==> src/rtl/ccm_ctr_pkg.sv <==
package ccm_ctr_pkg;

  localparam int BLK_BYTES   = 16;
  localparam int BLK_W       = BLK_BYTES * 8;
  localparam int NONCE_BYTES = BLK_BYTES - 2;
  localparam int NONCE_W     = NONCE_BYTES * 8;
  localparam int LP_W        = 3;
  localparam int IDX_W       = 5;

  typedef enum logic [1:0] {
    SPAN_NONE = 2'b00,
    SPAN_32   = 2'b01,
    SPAN_64   = 2'b10,
    SPAN_ALL  = 2'b11
  } span_e;

  // Number of trailing bytes that an increment may touch.
  function automatic logic [IDX_W-1:0] span_bytes(input logic [1:0] mode);
    case (span_e'(mode))
      SPAN_32:  return 5'd4;
      SPAN_64:  return 5'd8;
      SPAN_ALL: return 5'd16;
      default:  return 5'd0;
    endcase
  endfunction

  // Counter field width in bytes, L = L' + 1.
  function automatic logic [IDX_W-1:0] field_bytes(input logic [LP_W-1:0] lp);
    return {2'b00, lp} + 5'd1;
  endfunction

  function automatic logic [IDX_W-1:0] min_bytes(input logic [IDX_W-1:0] a,
                                                 input logic [IDX_W-1:0] b);
    return (a < b) ? a : b;
  endfunction

endpackage

==> src/rtl/ccm_ctr_build.sv <==
module ccm_ctr_build
  import ccm_ctr_pkg::*;
(
  input  logic [LP_W-1:0]    lprime,
  input  logic [NONCE_W-1:0] nonce,
  output logic [BLK_W-1:0]   blk_zero,
  output logic [BLK_W-1:0]   blk_first
);

  logic [IDX_W-1:0] ctr_start;

  // First byte index that belongs to the counter field.
  assign ctr_start = 5'(BLK_BYTES) - field_bytes(lprime);

  for (genvar b = 0; b < BLK_BYTES; b++) begin : g_byte
    localparam logic [IDX_W-1:0] BI = 5'(b);
    if (b == 0) begin : g_flags
      assign blk_zero[(BLK_BYTES-1-b)*8 +: 8]  = {5'b00000, lprime};
      assign blk_first[(BLK_BYTES-1-b)*8 +: 8] = {5'b00000, lprime};
    end else if (b == BLK_BYTES - 1) begin : g_last
      assign blk_zero[(BLK_BYTES-1-b)*8 +: 8]  = 8'h00;
      assign blk_first[(BLK_BYTES-1-b)*8 +: 8] = 8'h01;
    end else begin : g_mid
      logic       in_ctr;
      logic [7:0] nbyte;
      assign in_ctr = (BI >= ctr_start);
      assign nbyte  = nonce[(NONCE_BYTES-b)*8 +: 8];
      assign blk_zero[(BLK_BYTES-1-b)*8 +: 8]  = in_ctr ? 8'h00 : nbyte;
      assign blk_first[(BLK_BYTES-1-b)*8 +: 8] = in_ctr ? 8'h00 : nbyte;
    end
  end

endmodule

==> src/rtl/ccm_ctr_inc.sv <==
module ccm_ctr_inc
  import ccm_ctr_pkg::*;
(
  input  logic [BLK_W-1:0] blk,
  input  logic [1:0]       mode,
  input  logic [LP_W-1:0]  lprime,
  output logic [BLK_W-1:0] nxt,
  output logic             wrap
);

  logic [IDX_W-1:0] sb;
  logic [IDX_W-1:0] lim;
  logic [IDX_W-1:0] span_start;
  logic [BLK_BYTES:0] carry;   // carry[b] = carry out of byte b toward byte b-1

  assign sb         = span_bytes(mode);
  assign lim        = min_bytes(sb, field_bytes(lprime));
  assign span_start = 5'(BLK_BYTES) - sb;
  assign carry[BLK_BYTES] = 1'b1;

  for (genvar b = BLK_BYTES - 1; b >= 0; b--) begin : g_byte
    localparam logic [IDX_W-1:0] BI = 5'(b);
    logic       in_span;
    logic [7:0] cur;
    assign in_span = (BI >= span_start);
    assign cur     = blk[(BLK_BYTES-1-b)*8 +: 8];
    assign nxt[(BLK_BYTES-1-b)*8 +: 8] = cur + {7'd0, in_span & carry[b+1]};
    assign carry[b] = in_span & carry[b+1] & (cur == 8'hFF);
  end

  // Wrap when the carry leaves the narrower of span and counter field.
  assign wrap = (lim != 5'd0) && carry[5'(BLK_BYTES) - lim];

endmodule

==> src/rtl/ccm_ctr_gen.sv <==
module ccm_ctr_gen
  import ccm_ctr_pkg::*;
(
  input  logic               clk,
  input  logic               rst_n,
  input  logic               load_i,
  input  logic [2:0]         lprime_i,
  input  logic [111:0]       nonce_i,
  input  logic [1:0]         inc_mode_i,
  input  logic               step_i,
  output logic [127:0]       ctr_blk_o,
  output logic               ctr_valid_o,
  output logic [127:0]       ctr0_blk_o,
  output logic               ovf_o
);

  logic [BLK_W-1:0] ctr_q, ctr0_q;
  logic             valid_q, ovf_q;
  logic [LP_W-1:0]  lp_q;

  logic [BLK_W-1:0] blk_zero, blk_first, blk_next;
  logic             wrap_evt;
  logic             step_take;
  logic             load_take;

  ccm_ctr_build u_build (
    .lprime    (lprime_i),
    .nonce     (nonce_i),
    .blk_zero  (blk_zero),
    .blk_first (blk_first)
  );

  ccm_ctr_inc u_inc (
    .blk    (ctr_q),
    .mode   (inc_mode_i),
    .lprime (lp_q),
    .nxt    (blk_next),
    .wrap   (wrap_evt)
  );

  assign load_take = load_i;
  assign step_take = step_i & valid_q & ~load_i;

  always_ff @(posedge clk) begin
    if (!rst_n) begin
      ctr_q   <= '0;
      ctr0_q  <= '0;
      valid_q <= 1'b0;
      ovf_q   <= 1'b0;
      lp_q    <= '0;
    end else if (load_take) begin
      ctr_q   <= blk_first;
      ctr0_q  <= blk_zero;
      valid_q <= 1'b1;
      ovf_q   <= 1'b0;
      lp_q    <= lprime_i;
    end else if (step_take) begin
      ctr_q <= blk_next;
      if (wrap_evt) ovf_q <= 1'b1;
    end
  end

  assign ctr_blk_o   = ctr_q;
  assign ctr0_blk_o  = ctr0_q;
  assign ctr_valid_o = valid_q;
  assign ovf_o       = ovf_q;

  p_load_flags_r2: assert property (@(posedge clk) disable iff (!rst_n)
    load_i |=> ctr_valid_o && ctr_blk_o[127:120] == {5'b00000, $past(lprime_i)});

  p_first_is_one_r4: assert property (@(posedge clk) disable iff (!rst_n)
    load_i |=> ctr_blk_o == (ctr0_blk_o | 128'd1));

  p_ctr0_stable_r5: assert property (@(posedge clk) disable iff (!rst_n)
    !load_i |=> $stable(ctr0_blk_o));

  p_mode_none_r6: assert property (@(posedge clk) disable iff (!rst_n)
    step_i && !load_i && inc_mode_i == 2'b00 |=> $stable(ctr_blk_o));

  p_upper_kept_r7: assert property (@(posedge clk) disable iff (!rst_n)
    step_i && !load_i && inc_mode_i != 2'b11 |=> ctr_blk_o[127:64] == $past(ctr_blk_o[127:64]));

  p_ovf_sticky_r8: assert property (@(posedge clk) disable iff (!rst_n)
    ovf_o && !load_i |=> ovf_o);

  p_no_overflow_r8: assert property (@(posedge clk) disable iff (!rst_n)
    load_i |=> !ovf_o);

  p_idle_r9: assert property (@(posedge clk) disable iff (!rst_n)
    !ctr_valid_o && !load_i |=> !ctr_valid_o && $stable(ctr_blk_o));

endmodule

==> config.mk <==
export PLATFORM = sky130hd
export DESIGN_NAME = ccm_ctr_gen
export DESIGN_NICKNAME = d
export VERILOG_FILES = /design/src/rtl/ccm_ctr_pkg.sv /design/src/rtl/ccm_ctr_build.sv /design/src/rtl/ccm_ctr_inc.sv /design/src/rtl/ccm_ctr_gen.sv
export SDC_FILE = /design/constraint.sdc
export NUM_CORES = 1
export LEC_CHECK = 0
export BUFFER_PORTS_ARGS = -buffer_cell sky130_fd_sc_hd__buf_2
export CAP_MARGIN = 10
export CORE_MARGIN = 2
export CORE_UTILIZATION = 25
export CTS_BUF_LIST = sky130_fd_sc_hd__clkbuf_8
export DETAILED_ROUTE_END_ITERATION = 16
export HOLD_SLACK_MARGIN = 0.03
export PLACE_DENSITY = 0.55
export SLEW_MARGIN = 15
export SYNTH_ARGS = -nofsm -noshare
export SYNTH_HDL_FRONTEND = slang
export SYNTH_SLANG_ARGS = --single-unit
export TNS_END_PERCENT = 100
==> constraint.sdc <==
create_clock -name clk -period 3.7 [get_ports clk]
set_input_delay 0.555 -clock clk [delete_from_list [all_inputs] [get_ports clk]]
set_output_delay 0.555 -clock clk [all_outputs]
set_load 0.005 [all_outputs]
After elaboration in Yosys (flattened, before gate mapping)
Cells that the tools add are included.
{ "op_classes": {"bitwise": 35, "order_cmp": 32, "muxes": 20, "reduce_logical": 5, "eq_ne": 19, "n_addsub": 21} }
{ "op_table": {"columns": ["op", "n"], "rows": [
  ["$mux W123", 2],
  ["$add A8 B1 Y8", 16],
  ["$eq A8 B8 Y1 const B", 16],
  ["$mux W8", 14],
  ["$ge A4 B5 Y1 const A", 15],
  ["$ge A3 B5 Y1 const A", 8],
  ["$and A1 B1 Y1", 33],
  ["$ge A2 B5 Y1 const A", 4],
  ["$ge A1 B5 Y1 const A", 3],
  ["$pmux W5 S3", 1],
  ["$sub A5 B5 Y5 const A", 3],
  ["$add A3 B1 Y4 const B", 2],
  ["$lt A5 B6 Y1 const B", 1],
  ["$bmux W1 S5", 1],
  ["$lt A5 B5 Y1", 1],
  ["$mux W5", 1],
  ["$reduce_bool A5 Y1", 1],
  ["$eq A2 B2 Y1 const B", 2],
  ["$eq A2 B1 Y1 const B", 1],
  ["$not A1 Y1", 2],
  ["$reduce_and A2 Y1", 1],
  ["$reduce_bool A2 Y1", 1],
  ["$reduce_or A2 Y1", 1],
  ["$logic_and A1 B1 Y1", 1],
  ["$mux W1", 1]
]} }
{ "word_totals": {"regBits": 248, "output_inout_bits": 258, "word_cells": 138} }

Longest topological paths before layout
{ "depth": {"ltp_word": 39, "ltp_mapped": 14, "depth_no_buf": 14} }

Cells and area by module
Synthesis repeated with hierarchy kept, for this count alone.
{ "hier_totals": {"cells_unflattened": 1789, "hier_area_um2": 16433.3} }
{ "modules_own_cells": {"columns": ["mod", "seq_area_each_um2", "instances", "area_per_inst_um2", "cells_each"], "rows": [
  ["ccm_ctr_gen", 5225.0, 1, 11898.9, 1166],
  ["ccm_ctr_inc", 0.0, 1, 2632.5, 358],
  ["ccm_ctr_build", 0.0, 1, 1901.8, 265]
]} }

Worst setup path after synthesis
OpenSTA, ideal clock, no wires.
{ "synth_timing": {"kind": "flip-flop to flip-flop", "from": "register lp_q[0]", "to": "register ovf_q, in the netlist ovf_o", "path_slack_ns": 0.915, "period_less_slack_ns": 2.785, "path_stages_with_launch": 14, "required_time_ns": 3.575, "t_arrival_ns": 2.660, "path_cell_list": "dfxtp_1 -> ha_1 -> xor2_1 -> inv_1 -> ha_1 -> a221oi_2 -> nor2_1 -> inv_1 -> ha_1 -> or3_1 -> nand3b_1 -> o41ai_1 -> a41oi_2 -> a211oi_2"} }
{ "synth_via": {"elab_chain_len": 8} }
{ "synth_rtl": {"columns": ["element", "line", "source"], "rows": [
  ["start, declared", "ccm_ctr_gen.sv:19", "logic [LP_W-1:0] lp_q;"],
  ["start signal, assigned", "ccm_ctr_gen.sv:56", "lp_q <= lprime_i;"],
  ["$add A3 B1 Y4 (*)", "ccm_ctr_pkg.sv:29", "return {2'b00, lp} + 5'd1;"],
  ["$lt A5 B5 Y1", "ccm_ctr_pkg.sv:34", "return (a < b) ? a : b;"],
  ["$mux W5 (*)", "ccm_ctr_pkg.sv:34", null],
  ["$sub A5 B5 Y5", "ccm_ctr_inc.sv:32", "assign wrap = (lim != 5'd0) && carry[5'(BLK_BYTES) - lim];"],
  ["$bmux W1 S5", "ccm_ctr_inc.sv:32", null],
  ["$mux W1 (not written as such)", "ccm_ctr_inc.sv:32", null],
  ["$logic_and A1 B1 Y1 (*)", "ccm_ctr_inc.sv:32", null],
  ["$reduce_and A2 Y1 (no line) (*)", null, null],
  ["end signal, assigned", "ccm_ctr_gen.sv:49", "ovf_q <= 1'b0;"],
  ["end signal, assigned", "ccm_ctr_gen.sv:55", "ovf_q <= 1'b0;"],
  ["end signal, assigned", "ccm_ctr_gen.sv:59", "if (wrap_evt) ovf_q <= 1'b1;"],
  ["end, declared", "ccm_ctr_gen.sv:18", "logic valid_q, ovf_q;"]
]} }
Mark *: on every way between the ends. The rest lies on a longest branch, timed or not. The select of a mux whose other input is x is not followed.
A chain may end at the register's enable or synchronous reset.

Final worst setup path
{ "layout_timing": {"from": "register ctr_q[28], in the netlist ctr_blk_o[28]", "to": "register ctr_q[118], in the netlist ctr_blk_o[118]"} }
{ "layout_via": {"elab_chain_len": 26} }
{ "layout_rtl": {"columns": ["element", "line", "source"], "rows": [
  ["start, declared", "ccm_ctr_gen.sv:17", "logic [BLK_W-1:0] ctr_q, ctr0_q;"],
  ["start signal, assigned", "ccm_ctr_gen.sv:52", "ctr_q <= blk_first;"],
  ["start signal, assigned", "ccm_ctr_gen.sv:58", "ctr_q <= blk_next;"],
  ["$eq A8 B8 Y1", "ccm_ctr_inc.sv:28", "assign carry[b] = in_span & carry[b+1] & (cur == 8'hFF);"],
  ["$and A1 B1 Y1 (21 in series)", "ccm_ctr_inc.sv:28", null],
  ["$and A1 B1 Y1", "ccm_ctr_inc.sv:27", "assign nxt[(BLK_BYTES-1-b)*8 +: 8] = cur + {7'd0, in_span & carry[b+1]};"],
  ["$add A8 B1 Y8", "ccm_ctr_inc.sv:27", null],
  ["$mux W123", "ccm_ctr_gen.sv:57", "end else if (step_take) begin"],
  ["$mux W123", "ccm_ctr_gen.sv:51", "end else if (load_take) begin"]
]} }
Every way passes these cells. The select of a mux whose other input is x is not followed.

==> flow_metrics.tcl <==
set metrics [dict create \
    seq_power_share 0.458 \
    ys_seq_elements 245 \
    hp-start "nonce_i[95]" \
    fmax_ghz 0.305 \
    ff2ff_path_depth 13 \
    htreeDepth 2 \
    numCtsBuffers 46 \
    p_sw_frac 0.281 \
    mostFrequentLayoutCells "364 x buf_2, 312 x nand2_1, 245 x dfxtp_1, 104 x o21ai_0, 84 x nor2_1" \
    fin_util 0.331 \
    ctsResizeCount 0 \
    relSlewSlack 0.367 \
    place_congestion 0.845 \
    crit_type "flip-flop to flip-flop" \
    hold_viol 0 \
    overflow 0 \
    post_cts_buffers 0 \
    synth-main-ff-cell "dfxtp_1" \
    nets 1865 \
    start_util 0.252 \
    drc_errors 0 \
    clkPwrFrac 0.421 \
    worstSetupEndpointType "flip-flop" \
    pwr_density_cell_nw_per_um2 436 \
    ff2ff_setup_slack_ns 0.42 \
    regToRegStartpoint "ctr_blk_o[28]" \
    clk-insertion-delay-late_ns 0.61 \
    hold_depth 3 \
    leakagePower_uw 0.00682 \
    io_pins 379 \
    cap_violations 0 \
    via_per_inst 4.70 \
    maxSlewViolCount 0 \
    holdPathEnd "ctr0_blk_o[103]" \
    cp.arrival_ns 3.81 \
    max_slew.worst_pin.slew_ns 0.949 \
    die_area_sq_um 46100 \
    antenna_found_initial 5 \
    postCtsHoldBufs 0 \
    run_status "complete, no violations" \
    hp-class "input port to flip-flop" \
    wl_per_cell_microns 18.1 \
    die_width_microns 215 \
    synth_cell_types 61 \
    required_ns 4.23 \
    route.vias.total 11000 \
    drtIter0Drc 513 \
    r2r-end "ctr_blk_o[118]" \
    grt_max_degree 58 \
    drt-total-wl_microns 42100 \
    power.total_uw 6340 \
    cts_tree "done" \
    synth_area_sq_um 11100 \
    final_common_cell "buf_2" \
    p_int_uw 4560 \
    io_buffers 365 \
    clockBufferDepth 3 \
    p_comb_frac 0.120 \
    synth_edf_count 0 \
    detail-route-antenna-nets 0 \
    syn_area_per_cell_sq_um 8.36 \
    grt_use_total 0.178 \
    ir_drop_v 0.000247 \
    grt_pass1_wl_microns 63900 \
    setup_viol 0 \
    p_switching_uw 1780 \
    fin_crit_sh 0.887 \
    die_h_microns 215 \
    ys_warn_count 0 \
    areaGrowthSynthToFinish_pct 31.2 \
    clk_pin_slew_ns 0.06 \
    root_buffer "clkbuf_8" \
    post-dp-hpwl_microns 30900 \
    async_flop_share 0 \
    clock_skew_ns 0.0368 \
    first_pass_iters 5 \
    cts_num_sinks 245 \
    period_minus_slack_ns 3.28 \
    grt_pass1_vias 10800 \
    setup_tns_ns 0 \
    crit_path_start_kind "flip-flop" \
    cp_max_fo 5 \
    rsz0062_at_grt "false" \
    design.core.area_sq_um 44000 \
    synth-seq-area-share 0.442 \
    syn_inst 1327 \
    final_layout_size_suffix_gt1_frac 0.282 \
    placementRows 77 \
]
logic make-up after synthesis:
kind of cell               after synthesis  synth area share
adders and majority gates               42            0.0474
and+or+nand+nor                        573             0.237
buffers and inverters                   85            0.0339
AOI/OAI and AO/OA                      286             0.164
xor gates and xnor gates                86            0.0679
muxes                                    8           0.00756
other                                    2          0.000677
DFF                                    245             0.442
worst max path at each step:
| stage | from | to | slack, ns | cells past startpoint |
|---|---|---|---|---|
| finish | ctr_blk_o[28] | ctr_blk_o[118] | 0.42 | 13 |
| global route | ctr_blk_o[28] | ctr_blk_o[118] | 0.17 | 13 |
| CTS | ctr_blk_o[28] | ctr_blk_o[118] | 0.39 | 13 |
| detailed placement | inc_mode_i[0] | ctr_blk_o[118] | 0.34 | 14 |
| global placement | inc_mode_i[0] | ctr_blk_o[118] | 0.34 | 14 |
| floorplan | lp_q[0] | ovf_o | 0.91 | 13 |
cells in the mapped netlist, types with 13 or more instances:
cell	count	area [sq um]
nand2_1	315	1180
buf_4	14	105
clkbuf_1	56	210
and3_1	17	106
and2_1	21	131
nor3_1	13	65.1
nand4_1	51	319
nand3_1	25	125
a22o_1	30	263
o21ai_0	104	521
a21oi_1	65	325
nor2_1	86	323
xor2_1	53	464
a21boi_0	48	360
xnor2_1	33	289
dfxtp_1	245	4900
ha_1	42	526
final cells by class:
type,count,area [sq um]
sequential,245,4900
inverter,9,36.3
timing repair buffer,391,2050
clock buffer,57,785
tap,592,741
fill,4690,29500
multi-input combinational,1009,5890
clock inverter,24,140
antenna,3,7.51
registers in the layout, summed over array words and instances, names as in the netlist:
name,cells
ovf_o,1
ctr0_blk_o,112
ctr_valid_o,1
ctr_blk_o,128
lp_q,3
power groups by stage:
stage                     combinational [uW]  sequential [uW]  clock (uW)
after detailed placement                 777             2960           0
final                                    764             2910        2670
after floorplan                          375             2950           0
after global routing                     851             2930        2890
after CTS                                780             2910        2770
after global placement                   770             2950           0
stage by stage:
step	cell area, sq um	hold slack (ns)	std cells	setup WS [ns]
floorplan	11100	0.439	1339	0.915
global placement	13600	0.426	2246	0.340
detailed placement	13600	0.431	2246	0.335
CTS	14500	0.0945	2327	0.386
global route	14600	0.135	2329	0.168
finish	14600	0.157	2330	0.419
worst max-delay path, stage by stage (launching register included):
cell     delay [ns]
dfxtp_1        0.41
nand4_1        0.25
nor4_2         0.45
nand4_2        0.24
nor4_4         0.39
and4_4         0.31
and2_1         0.13
ha_1           0.21
ha_1           0.19
nand2_1        0.05
nor2_1         0.16
nand3_1        0.11
xor2_1         0.15
o21ai_0        0.12
metal layers:
layer	track usage	vias up	part of all wire
met5	0	-	0.00028
met4	0.0648	2	0.027
met3	0.0444	66	0.063
met2	0.295	342	0.47
met1	0.224	5218	0.44
li1	-	5324	-
(Power assumes the default switching activity.)
